--- src/rtl/isp_flag_pkg.sv ---
package isp_flag_pkg;

  localparam int unsigned NUM_PINS = 2;
  localparam int unsigned PIN_RDY  = 0;
  localparam int unsigned PIN_ERR  = 1;

  typedef struct packed {
    logic o;
    logic oe;
  } pin_drive_t;

  // Pin drive from a flag level: push-pull follows the level,
  // open-drain pulls low only when the level is low.
  function automatic pin_drive_t drive_pin(input logic level,
                                           input logic od,
                                           input logic en);
    pin_drive_t d;
    if (od) begin
      d.o  = 1'b0;
      d.oe = en & ~level;
    end else begin
      d.o  = level;
      d.oe = en;
    end
    return d;
  endfunction

endpackage

--- src/rtl/isp_session_ctl.sv ---
module isp_session_ctl (
  input  logic clk,
  input  logic rst_n,
  input  logic instr_enable,
  input  logic instr_disable,
  input  logic chip_rst,
  input  logic od_sel,
  output logic session_on,
  output logic od_mode,
  output logic disarmed
);

  logic enable_take;
  assign enable_take = instr_enable & ~instr_disable;

  always_ff @(posedge clk or negedge rst_n) begin
    if (!rst_n) begin
      session_on <= 1'b0;
      od_mode    <= 1'b0;
      disarmed   <= 1'b0;
    end else if (instr_disable) begin
      session_on <= 1'b0;
      disarmed   <= 1'b1;
    end else if (enable_take) begin
      session_on <= 1'b1;
      od_mode    <= od_sel;
      disarmed   <= 1'b0;
    end else if (chip_rst) begin
      disarmed   <= 1'b0;
    end
  end

  // od_mode only moves on an accepted enable
  assert_od_latched_R9: assert property (@(posedge clk) disable iff (!rst_n)
    !enable_take |=> $stable(od_mode));

  // same-cycle enable and disable leaves the session off
  assert_disable_wins_R11: assert property (@(posedge clk) disable iff (!rst_n)
    instr_disable |=> !session_on);

endmodule

--- src/rtl/isp_err_latch.sv ---
module isp_err_latch #(
  parameter int unsigned N_BANKS = 2
) (
  input  logic               clk,
  input  logic               rst_n,
  input  logic               session_on,
  input  logic               disarmed,
  input  logic               chip_rst,
  input  logic               instr_clear,
  input  logic [N_BANKS-1:0] flash_fail,
  output logic               err_flag,
  output logic               fail_evt,
  output logic               release_evt
);

  assign fail_evt    = session_on & (|flash_fail);
  assign release_evt = instr_clear | (chip_rst & disarmed);

  always_ff @(posedge clk or negedge rst_n) begin
    if (!rst_n)           err_flag <= 1'b0;
    else if (fail_evt)    err_flag <= 1'b1;
    else if (release_evt) err_flag <= 1'b0;
  end

  assert_fail_sets_R4: assert property (@(posedge clk) disable iff (!rst_n)
    (session_on && (|flash_fail)) |=> err_flag);

  assert_sticky_R6: assert property (@(posedge clk) disable iff (!rst_n)
    (err_flag && !instr_clear && !(chip_rst && disarmed)) |=> err_flag);

  assert_clear_R7: assert property (@(posedge clk) disable iff (!rst_n)
    (instr_clear && !fail_evt) |=> !err_flag);

  assert_disarm_reset_R8: assert property (@(posedge clk) disable iff (!rst_n)
    (chip_rst && disarmed && !fail_evt) |=> !err_flag);

  assert_idle_fail_R10: assert property (@(posedge clk) disable iff (!rst_n)
    (!session_on && !err_flag) |=> !err_flag);

endmodule

--- src/rtl/isp_busy_track.sv ---
module isp_busy_track #(
  parameter int unsigned N_BANKS = 2
) (
  input  logic               clk,
  input  logic               rst_n,
  input  logic [N_BANKS-1:0] flash_busy,
  input  logic               eeprom_busy,
  output logic               ready_lvl
);

  logic busy_q;

  always_ff @(posedge clk or negedge rst_n) begin
    if (!rst_n) busy_q <= 1'b0;
    else        busy_q <= (|flash_busy) | eeprom_busy;
  end

  assign ready_lvl = ~busy_q;

  assert_busy_tracks_R3: assert property (@(posedge clk) disable iff (!rst_n)
    ((|flash_busy) || eeprom_busy) |=> !ready_lvl);

endmodule

--- src/rtl/isp_flag_unit.sv ---
module isp_flag_unit
  import isp_flag_pkg::*;
#(
  parameter int unsigned N_BANKS = 2
) (
  input  logic               clk,
  input  logic               rst_n,
  input  logic               instr_enable,
  input  logic               instr_disable,
  input  logic               instr_clear,
  input  logic               chip_rst,
  input  logic               od_sel,
  input  logic [N_BANKS-1:0] flash_busy,
  input  logic               eeprom_busy,
  input  logic [N_BANKS-1:0] flash_fail,
  output logic               rdy_o,
  output logic               rdy_oe,
  output logic               err_o,
  output logic               err_oe
);

  logic session_on, od_mode, disarmed;
  logic err_flag, fail_evt, release_evt;
  logic ready_lvl;

  isp_session_ctl u_session (
    .clk           (clk),
    .rst_n         (rst_n),
    .instr_enable  (instr_enable),
    .instr_disable (instr_disable),
    .chip_rst      (chip_rst),
    .od_sel        (od_sel),
    .session_on    (session_on),
    .od_mode       (od_mode),
    .disarmed      (disarmed)
  );

  isp_err_latch #(.N_BANKS(N_BANKS)) u_err (
    .clk         (clk),
    .rst_n       (rst_n),
    .session_on  (session_on),
    .disarmed    (disarmed),
    .chip_rst    (chip_rst),
    .instr_clear (instr_clear),
    .flash_fail  (flash_fail),
    .err_flag    (err_flag),
    .fail_evt    (fail_evt),
    .release_evt (release_evt)
  );

  isp_busy_track #(.N_BANKS(N_BANKS)) u_busy (
    .clk         (clk),
    .rst_n       (rst_n),
    .flash_busy  (flash_busy),
    .eeprom_busy (eeprom_busy),
    .ready_lvl   (ready_lvl)
  );

  logic [NUM_PINS-1:0] flag_lvl;
  pin_drive_t          pin_drv [NUM_PINS];

  assign flag_lvl[PIN_RDY] = ready_lvl;
  assign flag_lvl[PIN_ERR] = ~err_flag;

  for (genvar p = 0; p < NUM_PINS; p++) begin : g_pin
    assign pin_drv[p] = drive_pin(flag_lvl[p], od_mode, session_on);
  end

  assign rdy_o  = pin_drv[PIN_RDY].o;
  assign rdy_oe = pin_drv[PIN_RDY].oe;
  assign err_o  = pin_drv[PIN_ERR].o;
  assign err_oe = pin_drv[PIN_ERR].oe;

  assert_released_off_R2: assert property (@(posedge clk) disable iff (!rst_n)
    !session_on |-> (!rdy_oe && !err_oe));

  assert_od_lowonly_R9: assert property (@(posedge clk) disable iff (!rst_n)
    od_mode |-> (!rdy_o && !err_o));

  assert_clear_release_R7: assert property (@(posedge clk) disable iff (!rst_n)
    (release_evt && !fail_evt && session_on && !instr_disable && !od_mode) |=>
      (err_o || !err_oe));

endmodule

--- config.mk ---
export PLATFORM = sky130hd
export DESIGN_NAME = isp_flag_unit
export DESIGN_NICKNAME = d
export VERILOG_FILES = /design/src/rtl/isp_flag_pkg.sv /design/src/rtl/isp_session_ctl.sv /design/src/rtl/isp_err_latch.sv /design/src/rtl/isp_busy_track.sv /design/src/rtl/isp_flag_unit.sv
export SDC_FILE = /design/constraint.sdc
export NUM_CORES = 1
export LEC_CHECK = 0
export ABC_AREA = 1
export BUFFER_PORTS_ARGS = -buffer_cell sky130_fd_sc_hd__clkbuf_2
export CELL_PAD_IN_SITES_DETAIL_PLACEMENT = 2
export CELL_PAD_IN_SITES_GLOBAL_PLACEMENT = 2
export CORE_AREA = 2 2 39 41
export CTS_CLUSTER_SIZE = 20
export DETAILED_ROUTE_END_ITERATION = 12
export DIE_AREA = 0 0 41 43
export GPL_TIMING_DRIVEN = 0
export PLACE_DENSITY_LB_ADDON = 0.3
export SYNTH_ARGS = -nofsm -noshare
export SYNTH_HDL_FRONTEND = slang
export SYNTH_SLANG_ARGS = --single-unit
--- constraint.sdc ---
create_clock -name clk -period 1.5 [get_ports clk]
set_input_delay 0.225 -clock clk [delete_from_list [all_inputs] [get_ports clk]]
set_output_delay 0.225 -clock clk [all_outputs]
set_load 0.005 [all_outputs]
Word level (Yosys, flattened, before mapping) --
Index checks and enable logic that the tools add are counted.
Storage, ports and cells: logic and storage cells 30, flip-flop bits (word level) 5, bits of input ports 12
Operators by class: multiplexer cells 9, reductions and logical operators 6, bitwise operators 10
Operators with widths (count):
- two-way mux 1 bit | 7
- bitwise AND 1 bit | 5
- two-way mux 2 bit | 2
- nonzero test 2 bit | 2
- OR reduction 2 bit | 2
- inverter 1 bit | 3
- nonzero test 3 bit | 1
- bitwise OR 1 bit | 2
- AND reduction 2 bit | 1

Depth between registers and ports, before layout --
word-level depth 4, mapped depth 4

Hierarchy --
A second synthesis with hierarchy kept.
Unflattened totals: cells, all modules 34, area total of the unflattened synthesis 246.5 um2
By module, submodules not included:
- isp_session_ctl | instances 1, area an instance 113.9 um2, sequential area each 75.1 um2, cells each 13
- isp_err_latch | instances 1, area an instance 57.6 um2, sequential area each 25.0 um2, cells each 8
- isp_busy_track | instances 1, area an instance 40.0 um2, sequential area each 25.0 um2, cells each 5
- isp_flag_unit | instances 1, area an instance 35.0 um2, sequential area each 0.0 um2, cells each 8

Worst setup path before layout --
No wires, ideal clock.
kind reg2out, from reg u_session.od_mode, to out err_oe, data required time 1.275 ns, setup slack 0.715 ns, arrival 0.560 ns, cell stages (with the launch flop) 2, path through dfrtp_1 -> a21oi_1
Between the ends: word-level cells in the longest chain between the ends 1
Ends and longest elaborated chain:
- start, declared | line isp_session_ctl.sv:9 | output logic od_mode,
- start signal, assigned | line isp_session_ctl.sv:26 | od_mode <= od_sel;
- two-way mux 2 bit | line isp_flag_pkg.sv:18 | if (od) begin
- end, declared | line isp_flag_unit.sv:19 | output logic err_oe
No other way between the ends.

Worst setup path after layout --
Ends and elaborated chain as after synthesis.

==> impl_metrics.env <==
export IMPL_status="finished clean"
export IMPL_routabilityCongestion=0.614
export IMPL_wl_um=540
export IMPL_finalCriticalPeriod_ns=1.16
export IMPL_yosysWarnings=0
export IMPL_swShare_pct=24.7
export IMPL_pin_count=16
export IMPL_drt_pass1_iter_count=2
export IMPL_fillers=181
export IMPL_seqCellArea_um2=125
export IMPL_insertion_delay_ns=0.24
export IMPL_drc=0
export IMPL_setup_tns_ns=0
export IMPL_grt_pass1_vias=251
export IMPL_core_area_um2=1380
export IMPL_grt_pass1_wl_um=917
export IMPL_avgRoutedWirePerCell_um=8.31
export IMPL_multi_input_area_um2=82.6
export IMPL_clock_root_buffer="clkbuf_4"
export IMPL_arrival_ns=0.94
export IMPL_synth_area_per_cell_um2=7.94
export IMPL_post_cts_resize_count=0
export IMPL_die_h_um=43
export IMPL_intPower_uw=278
export IMPL_hold_violations=0
export IMPL_area_delta_synth_final_pct=57.1
export IMPL_final_period_utilization_pct=77.6
export IMPL_cts_max_path_buffers=2
export IMPL_slew_headroom_pct=89.7
export IMPL_worst_setup_path_start_kind="flip-flop"
export IMPL_ctsHtreeMaxLevel=1
export IMPL_avgViaCountPerCell=3.80
export IMPL_yosysSeqAreaShare_pct=54.3
export IMPL_cts_tree="done"
export IMPL_antenna_cells=0
export IMPL_leakage_nw=0.212
export IMPL_ys_ff_latch=5
export IMPL_power_density_nw_per_um2=1020
export IMPL_drive_above_1_share_pct=42.9
export IMPL_layout_commonest_cell="clkbuf_2"
export IMPL_antenna_found_initial=0
export IMPL_critPathMaxFanout=5
export IMPL_fin_worst_skew_ns=0.000396
export IMPL_min_path_type="input pin to flip-flop"
export IMPL_cts_sinks=5
export IMPL_final_cell_mix="clkbuf_2, nand2_1, inv_1, dfrtp_1"
export IMPL_p_sw_uw=90.9
export IMPL_pwr_share_seq_pct=42.4
export IMPL_dp_hpwl_um=465
export IMPL_max_freq_mhz=859
export IMPL_port_buffer_count=15
export IMPL_grt_max_degree=6
export IMPL_max_cap_violations=0
export IMPL_cp_end_kind="primary output"
export IMPL_dr_first_iter_drc_count=1
export IMPL_final_nets=62
export IMPL_ant_nets=0
export IMPL_max_slew_worst_pin_slew_ns=0.152
export IMPL_finalPower_uw=369
export IMPL_die_area_um2=1760
export IMPL_holdBufCountCts=1
export IMPL_p_clk_share_pct=41.6
export IMPL_vias=247
export IMPL_rsz0062_at_grt="false"
export IMPL_synth_cell_type_count=11
export IMPL_syn_inst=29
export IMPL_setup_violations=0
export IMPL_netlist_area_um2=230
export IMPL_grt_usage_pct=8.30
export IMPL_drv_slew=0
export IMPL_ir_drop_v=0.000207
export IMPL_path_class="flip-flop to primary output"
export IMPL_std_cell_rows=14
export IMPL_path_clk_slew_ns=0.04
export IMPL_overflow=0
export IMPL_post_cts_setup_buffer_count=0
export IMPL_cts_buffers=3
export IMPL_syn_nets=41
export IMPL_p_comb_share_pct=16.0
export IMPL_start_util_pct=16.6
export IMPL_die_w_um=41
export IMPL_crit_required_ns=1.27
==> kinds of logic (layout without fill, tap and decap cells) <==
kind of cell,Yosys count,count (layout),synth area share (%)
simple gates,13,13,23.9
buf+inv,6,26,9.78
compound gates,5,5,12.0
flops,5,5,54.3
==> power groups by stage <==
stage	Clock (mW)	Combinational (mW)	Sequential [mW]
6_report	0.153	0.0591	0.156
5_1_grt	0.173	0.0705	0.158
3_3_place_gp	0	0.0577	0.159
4_1_cts	0.163	0.0613	0.157
2_1_floorplan	0	0.0258	0.156
3_5_place_dp	0	0.0590	0.159
==> flip-flops by register name (all words and copies together) (netlist names) <==
register and flops:
u_session.od_mode 1, u_err.err_flag 1, u_busy.busy_q 1, u_session.disarmed 1, u_session.session_on 1
==> synthesized netlist by cell type <==
cell type  number  area (um^2)
o21bai_1        1         7.51
o21ai_0         2         10.0
dfrtp_1         5          125
nand2_2         1         6.26
nor2_1          3         11.3
nor2_2          1         6.26
nand3_1         1         5.00
a21oi_1         2         10.0
inv_1           5         18.8
nand2_1         7         26.3
inv_2           1         3.75
==> stage by stage <==
| step | cell area [um^2] | std cells | setup WS, ns | util, % | hold slack (ns) |
|---|---|---|---|---|---|
| after floorplan | 230 | 29 | 0.715 | - | -0.0706 |
| after global placement | 325 | 60 | 0.577 | 23.5 | 0.0454 |
| after detailed placement | 325 | 60 | 0.583 | 23.5 | 0.0477 |
| after CTS | 362 | 65 | 0.314 | 26.1 | 0.171 |
| after global routing | 362 | 65 | 0.244 | 26.1 | 0.176 |
| final | 362 | 65 | 0.335 | 26.1 | 0.177 |
==> critical path: stages (launching register included) <==
cell and delay [ns]:
dfrtp_1 0.42, a21oi_1 0.16, clkbuf_2 0.13
==> per-layer routing <==
metal / wire length (um) / vias up / global-route usage [%]
li1: - / 130 / -
met1: 255 / 108 / 10.2
met2: 248 / 9 / 10.3
met3: 36 / 0 / 1.57
met4: 0 / 0 / 10.0
met5: 0 / - / 0
==> final timing paths <==
kind,startpoint,to,slack (ns),cells after the start
setup / recovery,u_session.od_mode,err_oe,0.34,2
hold / removal,flash_busy[0],u_busy.busy_q,0.18,3
setup reg to reg,u_err.err_flag,u_err.err_flag,0.80,4
min in group asynchronous,rst_n,u_err.err_flag,0.33,2
hold reg to reg,u_session.session_on,u_err.err_flag,0.52,2
max in group asynchronous,rst_n,u_session.session_on,1.04,2
==> area by class of cell <==
cell class                 count  area share, %
inverter                       6           6.23
multi-input combinational     18           22.8
sequential                     5           34.6
timing repair buffer          16           23.5
clock buffer                   4           7.27
tap                           16           5.54
(Power assumes the default switching activity.)
